File: src/rtl/serial_adder_pkg.sv
package serial_adder_pkg;

    typedef enum logic [1:0] {
        REG_HOLD  = 2'd0,
        REG_SHIFT = 2'd1,
        REG_LOAD  = 2'd2
    } reg_op_e;

    function automatic logic fa_sum(input logic x, input logic y, input logic z);
        return x ^ y ^ z;
    endfunction

    function automatic logic jk_next(input logic j, input logic k, input logic q);
        return (j & ~q) | (~k & q);
    endfunction

endpackage

File: src/rtl/shift_reg_unit.sv
module shift_reg_unit
    import serial_adder_pkg::*;
#(
    parameter int W = 4
) (
    input  logic         clk,
    input  logic         rst_n,
    input  reg_op_e      op,
    input  logic [W-1:0] par_in,
    input  logic         ser_in,
    output logic [W-1:0] q
);

    typedef struct packed {
        logic [W-1:0] data;
    } sreg_t;

    sreg_t st_d, st_q;

    always_comb begin
        st_d = st_q;
        case (op)
            REG_LOAD:  st_d.data = par_in;
            REG_SHIFT: st_d.data = {ser_in, st_q.data[W-1:1]};
            default:   st_d = st_q;
        endcase
    end

    always_ff @(posedge clk or negedge rst_n) begin
        if (!rst_n) st_q <= '0;
        else        st_q <= st_d;
    end

    assign q = st_q.data;

    assert_hold_when_idle_R6: assert property (@(posedge clk) disable iff (!rst_n)
        (op == REG_HOLD) |=> $stable(q));
    assert_parallel_load_R2: assert property (@(posedge clk) disable iff (!rst_n)
        (op == REG_LOAD) |=> (q == $past(par_in)));
    assert_serial_entry_R4: assert property (@(posedge clk) disable iff (!rst_n)
        (op == REG_SHIFT) |=> (q[W-1] == $past(ser_in)));

endmodule

File: src/rtl/carry_jk_cell.sv
module carry_jk_cell
    import serial_adder_pkg::*;
(
    input  logic clk,
    input  logic rst_n,
    input  logic clr,
    input  logic en,
    input  logic x,
    input  logic y,
    output logic q
);

    typedef struct packed {
        logic c;
    } carry_t;

    carry_t st_d, st_q;
    logic   j_in, k_in;

    always_comb begin
        j_in = x & y;
        k_in = ~x & ~y;
        st_d = st_q;
        if (clr)     st_d.c = 1'b0;
        else if (en) st_d.c = jk_next(j_in, k_in, st_q.c);
    end

    always_ff @(posedge clk or negedge rst_n) begin
        if (!rst_n) st_q <= '0;
        else        st_q <= st_d;
    end

    assign q = st_q.c;

    assert_carry_set_R5: assert property (@(posedge clk) disable iff (!rst_n)
        (en && !clr && x && y) |=> q);
    assert_carry_kill_R5: assert property (@(posedge clk) disable iff (!rst_n)
        (en && !clr && !x && !y) |=> !q);
    assert_carry_keep_R5: assert property (@(posedge clk) disable iff (!rst_n)
        (en && !clr && (x != y)) |=> (q == $past(q)));
    assert_carry_clear_R9: assert property (@(posedge clk) disable iff (!rst_n)
        clr |=> !q);

endmodule

File: src/rtl/step_counter.sv
module step_counter #(
    parameter int N = 4
) (
    input  logic clk,
    input  logic rst_n,
    input  logic load,
    input  logic step_req,
    output logic busy,
    output logic step_ok
);

    localparam int CW = $clog2(N + 1);

    typedef struct packed {
        logic [CW-1:0] left;
    } cnt_t;

    cnt_t st_d, st_q;

    always_comb begin
        busy    = (st_q.left != '0);
        step_ok = step_req && busy && !load;
        st_d    = st_q;
        if (load)         st_d.left = CW'(N);
        else if (step_ok) st_d.left = st_q.left - 1'b1;
    end

    always_ff @(posedge clk or negedge rst_n) begin
        if (!rst_n) st_q <= '0;
        else        st_q <= st_d;
    end

    assert_idle_stays_idle_R8: assert property (@(posedge clk) disable iff (!rst_n)
        (!busy && !load) |=> !busy);
    assert_load_arms_R2: assert property (@(posedge clk) disable iff (!rst_n)
        load |=> busy);
    assert_pause_keeps_busy_R6: assert property (@(posedge clk) disable iff (!rst_n)
        (busy && !load && !step_req) |=> busy);

endmodule

File: src/rtl/bitserial_adder.sv
module bitserial_adder
    import serial_adder_pkg::*;
#(
    parameter int N = 4
) (
    input  logic         clk,
    input  logic         rst_n,
    input  logic         load,
    input  logic [N-1:0] aug_in,
    input  logic [N-1:0] add_in,
    input  logic         shift_en,
    input  logic         ser_in,
    output logic [N-1:0] sum_out,
    output logic [N-1:0] addend_out,
    output logic         carry_out,
    output logic         busy
);

    logic    step;
    logic    x_bit, y_bit, s_bit;
    reg_op_e op;

    step_counter #(.N(N)) u_count (
        .clk      (clk),
        .rst_n    (rst_n),
        .load     (load),
        .step_req (shift_en),
        .busy     (busy),
        .step_ok  (step)
    );

    always_comb begin
        x_bit = sum_out[0];
        y_bit = addend_out[0];
        s_bit = fa_sum(x_bit, y_bit, carry_out);
        if (load)      op = REG_LOAD;
        else if (step) op = REG_SHIFT;
        else           op = REG_HOLD;
    end

    shift_reg_unit #(.W(N)) u_acc (
        .clk    (clk),
        .rst_n  (rst_n),
        .op     (op),
        .par_in (aug_in),
        .ser_in (s_bit),
        .q      (sum_out)
    );

    shift_reg_unit #(.W(N)) u_addend (
        .clk    (clk),
        .rst_n  (rst_n),
        .op     (op),
        .par_in (add_in),
        .ser_in (ser_in),
        .q      (addend_out)
    );

    carry_jk_cell u_carry (
        .clk   (clk),
        .rst_n (rst_n),
        .clr   (load),
        .en    (step),
        .x     (x_bit),
        .y     (y_bit),
        .q     (carry_out)
    );

    assert_sum_bit_enters_top_R3: assert property (@(posedge clk) disable iff (!rst_n)
        (shift_en && busy && !load) |=>
        (sum_out[N-1] == ($past(sum_out[0]) ^ $past(addend_out[0]) ^ $past(carry_out))));
    assert_ignored_when_done_R8: assert property (@(posedge clk) disable iff (!rst_n)
        (!busy && !load) |=> ($stable(sum_out) && $stable(addend_out) && $stable(carry_out)));
    assert_load_priority_R2: assert property (@(posedge clk) disable iff (!rst_n)
        (load && shift_en) |=> (sum_out == $past(aug_in) && !carry_out));

endmodule

File: config.mk
export PLATFORM = sky130hd
export DESIGN_NAME = bitserial_adder
export DESIGN_NICKNAME = d
export VERILOG_FILES = /design/src/rtl/serial_adder_pkg.sv /design/src/rtl/shift_reg_unit.sv /design/src/rtl/carry_jk_cell.sv /design/src/rtl/step_counter.sv /design/src/rtl/bitserial_adder.sv
export SDC_FILE = /design/constraint.sdc
export NUM_CORES = 1
export LEC_CHECK = 0
export BUFFER_PORTS_ARGS = -buffer_cell sky130_fd_sc_hd__buf_2
export CORE_MARGIN = 1
export CORE_UTILIZATION = 51
export DETAILED_ROUTE_END_ITERATION = 12
export GPL_TIMING_DRIVEN = 1
export PLACE_DENSITY = 0.86
export SLEW_MARGIN = 20
export SYNTH_ARGS = -nofsm -noshare
export SYNTH_HDL_FRONTEND = slang
export SYNTH_SLANG_ARGS = --single-unit
File: constraint.sdc
create_clock -name clk -period 2.5 [get_ports clk]
set_clock_uncertainty 0.1 [all_clocks]
set_input_delay 0.25 -clock clk [delete_from_list [all_inputs] [get_ports clk]]
set_output_delay 0.25 -clock clk [all_outputs]
set_load 0.03 [all_outputs]
==> results.toml <==
[logic_synthesis]
synth_top_family_by_area = "compound AO/OA/AOI/OAI gates"
synth_area_leaders = "dfrtp_1, ha_1, o21ai_0"
avgSynthCellArea_um2 = 9.45
yosysWarningCount = 0
synth-adder-area-share_pct = 7.35
synthCells = 72
yosysUniqueCellTypes = 31
ys_ff_latch = 12
synth_top_area_cell = "dfrtp_1"
synth_xor_area_share_pct = 1.29
ys_seq_area_share_pct = 44.1
syn_nets = 89
synth_edf_count = 0
synth-compound-area-share_pct = 20.2
async_flop_share_pct = 100
synth-simple-area-share_pct = 17.5
yosys_most_used_dff = "dfrtp_1"
synthDominantCellAreaShare_pct = 44.1
synth_area_um2 = 681
synth.area.mux_share_pct = 0

[sta]
drv_slew = 0
period_needed_ps = 2020
setup_viol = 0
period_share_pct = 80.6
tightest_slew_ps = 401
max_freq_mhz = 496
setup_slack_ps = 485
final-hold-violation-count = 0
rsz0062_at_grt = "false"
fin_setup_tns_ps = 0
maxSlewHeadroom_pct = 73.1

[global_route]
grt_max_degree = 18
grt_overflow = 0
track_usage_pct = 25.9
antenna_found_initial = 0
grt_pass1_wl_um = 2560
grt_pass1_vias = 591

[finish]
final_nets = 112
diodes = 0
synthToLayoutAreaGrowth_pct = 20.4
layout_common_cells = "buf_2, dfrtp_1, inv_1"
drive_above_1_share_pct = 31.9
final_area_um2 = 820
final_common_cell = "buf_2"

[floorplanning]
fp-row-count = 12
io_pins = 23
die_area_um2 = 1480
dieHeight_um = 38.5
core_region_area_um2 = 1170
start_util_pct = 58.1
die-width_um = 38.5

[min_path]
min_from = "add_in[3]"
hold_path.class = "primary input to flip-flop"
min_to = "u_addend.q[3]"
min_path_cells = 3

[cts]
root_buffer = "clkbuf_4"
cts_setup_buffers = 0
cts_sinks = 12
clkLatencyLatePin_ps = 280
clock_path_buffers = 2
cts.clk_slew.worst_paths_ps = 70
h-tree-depth = 1
cts_tree = "yes"
numCtsBuffers = 3

[detailed_routing]
routed_wl_um = 1500
viasPerCell = 5.92
wl_per_cell_um = 13.9
ant_nets = 0
via_count = 639
remaining_drc_errors = 0
first_pass_iters = 4
drt_iter0_markers = 19

[placed_design]
detailed_place_hpwl_um = 1070
numPortBuffers = 22
place_worst_setup_slack_ps = 691
dpl_cell_area_um2 = 773
place_congestion = 0.845

[worst_setup_path]
cp_max_fo = 11
critPathLaunchType = "flip-flop"
path_class = "flip-flop to primary output"
reg2reg_to = "u_carry.q"
r2r_cells = 6
cp.required_ps = 2150
crit_path_end_kind = "primary output"
r2r-start = "u_count.st_q[0]"
arrival_ps = 1670
rrSetupSlack_ps = 660

[power]
vdd_drop_max_mv = 0.453
leakagePower_nw = 0.420
p_per_area_nw_per_um2 = 663

[job]
maxCapViolCount = 0

[run_status]
status = "finished, final reports clean"
## flip-flops by register name (all words and copies together), names as in the netlist
signal and flops:
u_carry.q 1, u_acc.q 4, u_addend.q 4, u_count.st_q 3
## synth_stat cells, types with 2 or more instances
cell,instances
o21ai_0,5
buf_4,2
inv_1,6
nand3_1,3
o311ai_0,2
or3_1,2
nand2_1,5
ha_1,4
nor3_1,2
inv_2,2
dfrtp_1,12
nand2b_1,2
a31oi_1,2
a21oi_1,4
nand4_1,3
## cells by family after synthesis
family	Yosys count
XOR/XNOR	1
adder cells (fa/ha/maj)	4
AND/OR/NAND/NOR	22
flip-flops	12
AO/OA/AOI/OAI	20
buffers and inverters	13
## final cells by class
type | instances | area [µm²]
Fill cell | 102 | 352
Multi-Input combinational cell | 47 | 315
Sequential cell | 12 | 300
Timing Repair Buffer | 23 | 120
Clock buffer | 4 | 36.3
Inverter | 8 | 30.0
Tap cell | 14 | 17.5
## routing by layer
layer	GRT usage [%]	routed length, µm
met1	32.1	639
met2	40.8	705
met3	3.49	83
met4	18.1	70
met5	0	0
## critical path, cell delays in order (launching register included)
cell     delay (ps)
dfrtp_1         380
inv_1           100
ha_1            160
nor2b_2         370
inv_2           160
buf_2           220
## metrics by stage
stage,total power [W],cells,util (%),hold WS (ps)
after floorplan,0.000348,72,-,-146
after global placement,0.000383,103,66.0,39.3
after detailed placement,0.000389,103,66.0,43.7
after CTS,0.000547,108,70.0,82.7
after global routing,0.000573,108,70.0,97.5
final,0.000543,108,70.0,86.8
## how the worst max path moves through the flow
| stage | cells after the start | to | startpoint |
|---|---|---|---|
| finish | 5 | busy | u_count.st_q[0] |
| global route | 5 | busy | u_count.st_q[0] |
| CTS | 5 | busy | u_count.st_q[0] |
| detailed placement | 6 | u_carry.q | u_count.st_q[0] |
| global placement | 6 | u_carry.q | u_count.st_q[0] |
| floorplan | 6 | u_addend.q[2] | u_count.st_q[0] |
## what timing repair did
item	4_1_cts	5_1_grt
hold buffers	1	0
gates resized for setup	0	0
endpoints found under the hold margin	12	0
## power breakdown
part	total (W)	switching [W]	internal, W
clock network	0.000155	0.0000665	0.0000887
registers	0.000232	0.0000151	0.000216
logic	0.000156	0.000102	0.0000542
Note: power is estimated with default switching activity, not from simulation.
